### src/rtl/dmac_pkg.sv
package dmac_pkg;

  localparam int BURST_W = 7;
  localparam int COUNT_W = 12;
  localparam logic [7:0] NEXT_END = 8'hFE;

  typedef struct packed {
    logic [7:0]         next;
    logic [COUNT_W-1:0] count;
    logic [15:0]        src_lo;
    logic [15:0]        dst_lo;
    logic               term_in_en;
    logic               term_out_en;
    logic               auto_next;
    logic               swap4;
    logic               swap_en;
    logic               inc_dst;
    logic               inc_src;
  } desc_t;

  localparam int DESC_W = $bits(desc_t);

  typedef enum logic [2:0] {
    S_IDLE, S_LOAD, S_CHECK, S_READ, S_WRITE, S_UPDATE, S_WAIT, S_FINISH
  } state_t;

  // Buffer position to read when writing byte i of a burst.
  function automatic logic [BURST_W-1:0] swap_index(
    input logic [BURST_W-1:0] i, input logic en, input logic four);
    logic [BURST_W-1:0] m;
    m = four ? BURST_W'(3) : BURST_W'(1);
    return en ? ((i & ~m) | (m - (i & m))) : i;
  endfunction

  // Bytes carried by the next burst.
  function automatic logic [BURST_W-1:0] burst_take(
    input logic [COUNT_W-1:0] remaining, input logic [BURST_W-1:0] burst);
    logic [BURST_W-1:0] eff;
    eff = (burst == '0) ? BURST_W'(1) : burst;
    return (remaining < COUNT_W'(eff)) ? BURST_W'(remaining) : eff;
  endfunction

endpackage

### src/rtl/dmac_desc_store.sv
module dmac_desc_store import dmac_pkg::*; #(
  parameter int DEPTH = 16,
  localparam int IDX_W = $clog2(DEPTH)
) (
  input  logic             clk,
  input  logic             eng_we,
  input  logic [IDX_W-1:0] eng_idx,
  input  desc_t            eng_data,
  input  logic             cfg_we,
  input  logic [IDX_W-1:0] cfg_idx,
  input  desc_t            cfg_data,
  input  logic [IDX_W-1:0] rd_idx,
  output desc_t            rd_data
);
  desc_t entry [DEPTH];

  for (genvar g = 0; g < DEPTH; g++) begin : g_entry
    always_ff @(posedge clk) begin
      if (eng_we && eng_idx == IDX_W'(g))
        entry[g] <= eng_data;
      else if (cfg_we && cfg_idx == IDX_W'(g))
        entry[g] <= cfg_data;
    end
  end

  assign rd_data = entry[rd_idx];
endmodule

### src/rtl/dmac_burst_buf.sv
module dmac_burst_buf #(
  parameter int IDX_W = 7,
  localparam int DEPTH = 1 << IDX_W
) (
  input  logic             clk,
  input  logic             wr_en,
  input  logic [IDX_W-1:0] wr_idx,
  input  logic [7:0]       wr_data,
  input  logic [IDX_W-1:0] rd_idx,
  output logic [7:0]       rd_data
);
  logic [7:0] slot [DEPTH];

  always_ff @(posedge clk) begin
    if (wr_en) slot[wr_idx] <= wr_data;
  end

  assign rd_data = slot[rd_idx];
endmodule

### src/rtl/dmac_pulse_stretch.sv
module dmac_pulse_stretch #(
  parameter int WIDTH = 2,
  localparam int CNT_W = $clog2(WIDTH + 1)
) (
  input  logic clk,
  input  logic rst_n,
  input  logic trig,
  output logic pulse
);
  logic [CNT_W-1:0] left;

  always_ff @(posedge clk or negedge rst_n) begin
    if (!rst_n)              left <= '0;
    else if (trig)           left <= CNT_W'(WIDTH);
    else if (left != '0)     left <= left - CNT_W'(1);
  end

  assign pulse = (left != '0);
endmodule

### src/rtl/dmac_chan.sv
module dmac_chan import dmac_pkg::*; #(
  parameter int DESC_DEPTH = 16,
  parameter int DONE_WIDTH = 2,
  localparam int IDX_W = $clog2(DESC_DEPTH)
) (
  input  logic               clk,
  input  logic               rst_n,
  input  logic               enable,
  input  logic               req,
  input  logic               term_in,
  input  logic               bus_grant,
  input  logic [15:0]        cfg_src_hi,
  input  logic [15:0]        cfg_dst_hi,
  input  logic [BURST_W-1:0] cfg_burst,
  input  logic               cfg_req_per_burst,
  input  logic [IDX_W-1:0]   cfg_init_desc,
  input  logic               cfg_preserve,
  input  logic               dw_en,
  input  logic [IDX_W-1:0]   dw_idx,
  input  logic [DESC_W-1:0]  dw_data,
  output logic               mem_req,
  output logic               mem_we,
  output logic [31:0]        mem_addr,
  output logic [7:0]         mem_wdata,
  input  logic [7:0]         mem_rdata,
  output logic               done
);
  state_t             state;
  desc_t              wk;
  desc_t              st_rd;
  logic [IDX_W-1:0]   cur_idx;
  logic [BURST_W-1:0] k;
  logic [BURST_W-1:0] blen;
  logic               req_q, req_pend, term_q, term_hit;

  // Named internal events
  logic               req_edge, term_edge, take;
  logic               burst_last, desc_finish, chain_end, eng_we;
  logic [COUNT_W-1:0] remain_after;
  logic [BURST_W-1:0] rd_pos;

  assign req_edge     = req & ~req_q;
  assign term_edge    = term_in & ~term_q;
  assign take         = req_pend && ((state == S_IDLE) || (state == S_WAIT));
  assign burst_last   = (k == blen - BURST_W'(1));
  assign desc_finish  = (state == S_FINISH);
  assign chain_end    = desc_finish && (wk.next == NEXT_END);
  assign eng_we       = desc_finish && !cfg_preserve;
  assign remain_after = wk.count - COUNT_W'(blen);
  assign rd_pos       = swap_index(k, wk.swap_en, wk.swap4);

  dmac_desc_store #(.DEPTH(DESC_DEPTH)) u_store (
    .clk      (clk),
    .eng_we   (eng_we),
    .eng_idx  (cur_idx),
    .eng_data (wk),
    .cfg_we   (dw_en),
    .cfg_idx  (dw_idx),
    .cfg_data (desc_t'(dw_data)),
    .rd_idx   (cur_idx),
    .rd_data  (st_rd)
  );

  dmac_burst_buf #(.IDX_W(BURST_W)) u_buf (
    .clk     (clk),
    .wr_en   (state == S_READ),
    .wr_idx  (k),
    .wr_data (mem_rdata),
    .rd_idx  (rd_pos),
    .rd_data (mem_wdata)
  );

  dmac_pulse_stretch #(.WIDTH(DONE_WIDTH)) u_done (
    .clk   (clk),
    .rst_n (rst_n),
    .trig  (desc_finish && wk.term_out_en),
    .pulse (done)
  );

  always_ff @(posedge clk or negedge rst_n) begin
    if (!rst_n) begin
      state    <= S_IDLE;
      wk       <= '0;
      cur_idx  <= '0;
      k        <= '0;
      blen     <= BURST_W'(1);
      req_q    <= 1'b0;
      req_pend <= 1'b0;
      term_q   <= 1'b0;
      term_hit <= 1'b0;
    end else begin
      req_q  <= req;
      term_q <= term_in;
      if (!enable) begin
        state    <= S_IDLE;
        cur_idx  <= cfg_init_desc;
        req_pend <= 1'b0;
        term_hit <= 1'b0;
        k        <= '0;
      end else begin
        req_pend <= (req_pend & ~take) | req_edge;
        if (term_edge && wk.term_in_en && (state == S_READ || state == S_WRITE))
          term_hit <= 1'b1;
        unique case (state)
          S_IDLE: if (take) state <= S_LOAD;
          S_LOAD: begin
            wk       <= st_rd;
            term_hit <= 1'b0;
            state    <= S_CHECK;
          end
          S_CHECK: begin
            if (wk.count == '0) begin
              state <= S_FINISH;
            end else if (bus_grant) begin
              blen  <= burst_take(wk.count, cfg_burst);
              k     <= '0;
              state <= S_READ;
            end
          end
          S_READ: begin
            if (burst_last) begin
              k     <= '0;
              state <= S_WRITE;
            end else begin
              k <= k + BURST_W'(1);
            end
          end
          S_WRITE: begin
            if (burst_last) state <= S_UPDATE;
            else            k     <= k + BURST_W'(1);
          end
          S_UPDATE: begin
            wk.count <= remain_after;
            if (wk.inc_src) wk.src_lo <= wk.src_lo + 16'(blen);
            if (wk.inc_dst) wk.dst_lo <= wk.dst_lo + 16'(blen);
            if (term_hit || remain_after == '0) state <= S_FINISH;
            else if (cfg_req_per_burst)          state <= S_WAIT;
            else                                 state <= S_CHECK;
          end
          S_WAIT: if (take) state <= S_CHECK;
          S_FINISH: begin
            if (chain_end) begin
              cur_idx <= cfg_init_desc;
              state   <= S_IDLE;
            end else begin
              cur_idx <= IDX_W'(wk.next);
              state   <= wk.auto_next ? S_LOAD : S_IDLE;
            end
          end
          default: state <= S_IDLE;
        endcase
      end
    end
  end

  assign mem_req  = (state == S_READ) || (state == S_WRITE);
  assign mem_we   = (state == S_WRITE);
  assign mem_addr = mem_we ? {cfg_dst_hi, wk.dst_lo + 16'(k)}
                           : {cfg_src_hi, wk.src_lo + 16'(k)};
endmodule

### config.mk
export PLATFORM = sky130hd
export DESIGN_NAME = dmac_chan
export DESIGN_NICKNAME = d
export VERILOG_FILES = /design/src/rtl/dmac_pkg.sv /design/src/rtl/dmac_desc_store.sv /design/src/rtl/dmac_burst_buf.sv /design/src/rtl/dmac_pulse_stretch.sv /design/src/rtl/dmac_chan.sv
export SDC_FILE = /design/constraint.sdc
export NUM_CORES = 2
export LEC_CHECK = 0
export ABC_AREA = 1
export BUFFER_PORTS_ARGS = -buffer_cell sky130_fd_sc_hd__clkbuf_2
export CAP_MARGIN = 25
export CORE_ASPECT_RATIO = 1.75
export CORE_MARGIN = 3
export CORE_UTILIZATION = 53
export CTS_BUF_LIST = sky130_fd_sc_hd__clkbuf_16
export CTS_CLUSTER_SIZE = 24
export DETAILED_ROUTE_END_ITERATION = 16
export PLACE_DENSITY = 0.66
export REMOVE_ABC_BUFFERS = 1
export SYNTH_ARGS = -nofsm -noshare
export SYNTH_HDL_FRONTEND = slang
export SYNTH_SLANG_ARGS = --single-unit
### constraint.sdc
create_clock -name clk -period 7.4 [get_ports clk]
set_clock_uncertainty 0.2 [all_clocks]
set_input_delay 1.11 -clock clk [delete_from_list [all_inputs] [get_ports clk]]
set_output_delay 1.11 -clock clk [all_outputs]
set_load 0.01 [all_outputs]
### Yosys cells after proc, flatten, opt, wreduce, memory -nomap -nowiden

Memories as Yosys holds them, arrays and structs flattened.
Index checks and enable logic that the tools add are counted.

| operators by class | value |
|---|---|
| add/sub/neg operators | 9 |
| $lt $le $gt $ge | 1 |
| equality and inequality tests | 52 |
| multiplexer cells | 133 |
| bitwise logic cells | 28 |
| reductions and logical operators | 58 |

Operator list:

| operator | count |
|---|---|
| 59-bit 2-to-1 mux | 16 |
| 1-bit 2-to-1 mux | 88 |
| 44-bit one-hot mux with 2 select lines | 1 |
| 16-bit by 7-bit adder with 16-bit output | 4 |
| 4-bit == test (second input constant) | 16 |
| 7-bit 2-to-1 mux | 8 |
| 1-bit logical AND | 38 |
| 4-bit by 3-bit == test with 1-bit output (second input constant) | 8 |
| 16-bit 2-to-1 mux | 2 |
| 32-bit 2-to-1 mux | 1 |
| 3-bit 2-to-1 mux | 9 |
| 12-bit logical NOT | 2 |
| 3-bit one-hot mux with 8 select lines | 1 |
| 7-bit one-hot mux with 3 select lines | 1 |
| 3-bit inequality test (second input constant) | 6 |
| 1-bit bitwise OR | 17 |
| 4-bit by 2-bit == test with 1-bit output (second input constant) | 4 |
| 3-bit == test (second input constant) | 4 |
| 12-bit by 7-bit less-than comparator with 1-bit output | 1 |
| 4-bit 2-to-1 mux | 3 |
| 12-bit by 7-bit subtractor with 12-bit output | 1 |
| 4-bit by 1-bit == test with 1-bit output (second input constant) | 2 |
| 8-bit == test (second input constant) | 1 |
| 4-bit logical NOT | 2 |
| other kinds (29) | 45 |

| word-level totals | value |
|---|---|
| register bits | 86 |
| RAM bits | 1968 |
| bits of input ports | 123 |
| output and inout port bits | 43 |
| word-level logic and storage cells | 303 |
| memories | 2 |

Memory list:

| memory | words | bits a word | read ports | clocked after memory_dff | write ports | RTL line | source |
|---|---|---|---|---|---|---|---|
| u_buf.slot | 128 | 8 | 1 | 0 | 1 | dmac_burst_buf.sv:12 | `logic [7:0] slot [DEPTH];` |
| u_store.entry | 16 | 59 | 1 | 0 | 16 | dmac_desc_store.sv:15 | `desc_t entry [DEPTH];` |

### Logic depth before layout (Yosys ltp)

| depth | value |
|---|---|
| depth in word-level cells | 7 |
| mapped depth | 19 |
| mapped depth without buffers | 18 |

### Modules after synthesis

A second synthesis with hierarchy kept.

| second synthesis, totals | value |
|---|---|
| cells, all modules | 10795 |
| area total of the unflattened synthesis | 99695.6 um^2 |

Modules (own cells, without submodules):

| module | times used | cells each | area an instance (um^2) | seq. area each (um^2) |
|---|---|---|---|---|
| dmac_desc_store | 1 | 6215 | 50850.0 | 28347.2 |
| dmac_burst_buf | 1 | 3567 | 41944.0 | 30749.5 |
| dmac_chan | 1 | 999 | 6794.0 | 2103.3 |
| dmac_pulse_stretch | 1 | 14 | 107.6 | 50.0 |

### Worst setup path before layout

OpenSTA, ideal clock, no wires.

| path | value |
|---|---|
| kind | input -> register |
| start | input dw_en |
| end | memory u_store.entry[9][0] in the netlist's numbering (enable) |
| setup time | 557 ps |
| data arrival time | 5914 ps |
| data required time | 6643 ps |
| setup slack | 728 ps |
| stages on the path | 4 |
| buffers on the path | 0 |
| cell sequence | clkinv_1 -> nor3_4 -> inv_1 -> o21ai_0 |

RTL lines:

| what | RTL line | source |
|---|---|---|
| from (decl) | dmac_chan.sv:18 | `input logic dw_en,` |
| to (decl) | dmac_desc_store.sv:15 |  |

### Worst setup path in the final report

| path | value |
|---|---|
| start | register k[0] |
| end | output mem_wdata[6] |

| between the ends | value |
|---|---|
| longest elaborated chain between the ends | 5 |
| elaborated cells on any way between the ends | 6 |
| classes of those cells | add/sub (1); mux (1); bitwise (3); memory (1) |

Ends and longest elaborated chain:

| what | RTL line | source |
|---|---|---|
| from (decl) | dmac_chan.sv:32 | `logic [BURST_W-1:0] k;` |
| from (signal assigned) | dmac_chan.sv:125 | `k <= k + BURST_W'(1);` |
| from (signal assigned) | dmac_chan.sv:130 | `else k <= k + BURST_W'(1);` |
| 7-bit by 2-bit AND with 7-bit output | dmac_pkg.sv:32 | `return en ? ((i & ~m) \| (m - (i & m))) : i;` |
| 2-bit by 7-bit subtractor with 7-bit output | dmac_pkg.sv:32 |  |
| 7-bit bitwise OR | dmac_pkg.sv:32 |  |
| 7-bit 2-to-1 mux (*) | dmac_pkg.sv:32 |  |
| memory 128 x 8 bit (*) | - |  |
| to (decl) | dmac_chan.sv:24 | `output logic [7:0] mem_wdata,` |

Every way passes the cells marked *; elsewhere a longest branch is shown, timed or not.

==> metrics.md <==
| Metric | Value |
|---|---|
| Status | finished clean |
| Synth Area in XOR/XNOR | 0.3603% |
| CP Data Required Time | 6.09 ns |
| Simple-gate portion of the synthesized area | ~20% |
| DP Cell Count | between 10,000 and 15,000 |
| Worst rel slew slack | between 20% and 30% |
| Num CTS Buffers | 192 |
| First-pass GRT wire length | 443.7 mm |
| CP endpoint kind | output port |
| Top Ports | 166 |
| Post-route insts no fill | 11,950 |
| Worst min-delay path category | in -> async |
| Final setup fails | 0 |
| Vias per cell | around 6.1 |
| Net Switching | 11.88 mW |
| Iter 0 DRT Violations | ~9,000 |
| Min Tclk post-route | between 6 and 7 ns |
| Final Routed Wirelength | between 300 and 400 mm |
| Internal | between 20 and 25 mW |
| Most frequent cells in the layout | nand2_1, edfxtp_1, nand3_1 |
| Critical-path maximum fanout | approximately 110 |
| Synthesized area per cell | 9.896 sq um |
| Max Clk Rate | 0.1560 GHz |
| Logic pwr share | 28.0% |
| Post-synth EDFFs | 1,968 |
| Crit path launch type | register |
| DR vias | 73,150 |
| Reg2Reg Launch Point | cur_idx[2] |
| M2 GR Usage | a little over half |
| Worst EP arrival | 5.10 ns |
| Gr usage total | about a third |
| DR pass1 iterations | 7 |
| Sequential share of power | 43.2% |
| CORE AREA | 0.1802 sq mm |
| Post-synthesis register bit count | 2,054 |
| Clk pin slew, worst setup/hold paths | 0.07 ns |
| Commonest register cell after synthesis | edfxtp_1 |
| PortBufs | 165 |
| Pleak | 40.10 nW |
| VDD IR-drop max | about 430 uV |
| Initial antenna violation count | 5 |
| Most common cell after layout, fill and taps aside | nand2_1 |
| Synth Area in Adders | 0.6295% |
| Chip height | 569.6 microns |
| Resize count post-CTS | 0 |
| Util after Layout | 57.77% |
| FP Rows | between 200 and 250 |
| DR DRC count | 0 |
| Reg-to-reg endpoint | u_store.entry[12][13] |
| Top-area cell type share of the netlist area | between 60% and 70% |
| Synthesized netlist cell count | 9,720 |
| Layout cell share with drive strength beyond 1 | approximately 6.7% |
| Cell taking the most area after synthesis | edfxtp_1 |
| Post-CTS setup buffers | 0 |
| Die W | 328.0 microns |
| Pwr Density | 327.4 mW/mm^2 |
| Vias in the first global route | 70,520 |
| # hold bufs at CTS | 0 |
| Final-stage net count | 9,573 |
| Hold Fails Final Rpt | 0 |
| Largest family of logic cells by synthesized area | simple AND/OR/NAND/NOR gates |
| Fin crit share | approximately 87% |
| Grt met1 use | 37.71% |
| Grt peak-use layer | met2 |
| Clk pwr share | 28.8% |
| Pin count of the biggest net entering global routing | 197 |
| Max_cap viols | 0 |
| Kind of critical path | reg -> out |
| Dpl hpwl | ~170 mm |
| FF-to-FF path depth | 8 |
| Synth warn | 0 |
| Pwr Total | 34.08 mW |
| Setup ws final | 0.9878 ns |
| Die area | 0.1868 sq mm |
| CTS max path bufs | 4 |
| Register area share after synthesis | around 64% |
| Mux cell area share after synthesis | 0% |
| TNS Setup | 0 ns |
| RSZ-0062 raised after global routing | false |
| Met3 GRT Util | 4.523% |
| Htree depth | 4 |
| Starting density of the core | 53.39% |
| Synth top area cells | edfxtp_1, nand2_1, nand3_1 |
| Syn Std Cell Area | 0.09619 sq mm |
| Synth cell types | 52 |
| Root Driver | clkbuf_16 |
| Switching share of power | approximately a third |
| Routability congestion estimate | 0.9288 |
| Worst-margin pin slew | 1.186 ns |
| Ys async rst share | 4.187% |
| DP Worst Slack | about 2.0 ns |
| Clk_lat worst skew | 0.84 ns |
| R2R Setup Slk | 2.80 ns |
| Post-DR wirelength/cell | 25.30 microns |
| Crit path launch | k[0] |
| Compound-Gate Fraction of Synth Area | 9.348% |
| CTS tree | done |
| Post-route ant nets | 0 |
| Grt total ovfl | 0 |
| P&R area growth vs syn | 8.201% |
| Slew Viols, Final | 0 |
| CTS sink cnt | 2,054 |
[final cells by class]
type,instances,area [sq um]
Fill cell,15090,76080
Sequential cell,2054,61260
Multi-Input combinational cell,6367,29820
Clock buffer,195,4880
Tap cell,2392,2993
Timing Repair Buffer,303,2092
Inverter,486,1842
Clock inverter,149,1195
Antenna cell,1,2.502
[stage by stage]
stage                     hold WS [ns]  area (sq um)
after floorplan                 0.2685         92500
after global placement          0.2795         97920
after detailed placement        0.3156         98010
after CTS                      0.06317        104100
after global routing           0.08804        104100
final                          0.09380        104100
[cell usage after synthesis, types with 3 or more instances]
library cell,number
ha_1,42
nand4_1,28
o22ai_1,7
inv_2,6
nor2_1,226
edfxtp_1,1968
nand3_1,1287
nand2_2,9
buf_1,61
a21o_1,3
nand3b_1,5
o21ai_0,1007
nor3_1,24
or2_2,3
a21oi_1,70
or2_1,5
clkbuf_1,407
o211ai_1,84
xor2_1,27
dfrtp_1,85
a22oi_1,230
buf_4,56
buf_2,278
a211oi_1,3
a31oi_1,67
o2111ai_1,8
fa_1,4
inv_1,478
o31ai_1,3
a41oi_1,5
nor4_1,10
nand2_1,3085
a221oi_1,18
buf_6,11
xnor2_1,10
o21ai_1,80
[power by group through the flow]
| stage | Sequential (mW) | Combinational, mW | Clock, mW |
|---|---|---|---|
| global route | 14.8 | 10.7 | 10.3 |
| CTS | 14.7 | 9.44 | 9.89 |
| global placement | 14.9 | 9.10 | 0 |
| finish | 14.7 | 9.54 | 9.81 |
| floorplan | 14.7 | 7.28 | 0 |
| detailed placement | 14.9 | 9.39 | 0 |
[sequential cells by signal, summed over array words and instances (netlist names)]
signal / cells
wk: 59
cur_idx: 4
k: 7
u_store.entry: 944
u_done.left: 2
state: 3
req_pend: 1
term_q: 1
u_buf.slot: 1024
term_hit: 1
blen: 7
req_q: 1
[logic make-up after synthesis]
family / after synthesis
AND/OR/NAND/NOR: 4693
XOR/XNOR: 38
flip-flops: 2054
buffers and inverters: 1299
adder cells (fa/ha/maj): 46
AO/OA/AOI/OAI: 1590
[layer usage]
layer	share of wire, %	up-vias
met5	0.0023	-
met4	7.5	2
met3	9.0	1018
met2	49	4145
met1	35	34970
li1	-	33010
[worst max-delay path, cell delays in order (launching register included)]
cell and delay (ns):
dfrtp_1 0.65, inv_1 0.55, nand2_1 0.17, nand2_4 0.77, buf_12 0.46, nand2_1 0.11
nand2_1 0.09, nand2_1 0.11, nand3_1 0.15, nand3_1 0.09, nand3_1 0.30, nand3_1 0.23
nand2_1 0.13, nand2_1 0.06, nand2_1 0.14, clkbuf_2 0.15
[worst max path at each step]
stage          cells after the start  slack, ns      endpoint
2_1_floorplan                      8     -17.92        wk[35]
3_3_place_gp                      15       2.02  mem_wdata[6]
3_5_place_dp                      15       2.00  mem_wdata[6]
4_1_cts                           15       1.09  mem_wdata[6]
5_1_grt                           15       0.73  mem_wdata[5]
6_report                          15       0.99  mem_wdata[6]
(Power assumes the default switching activity.)
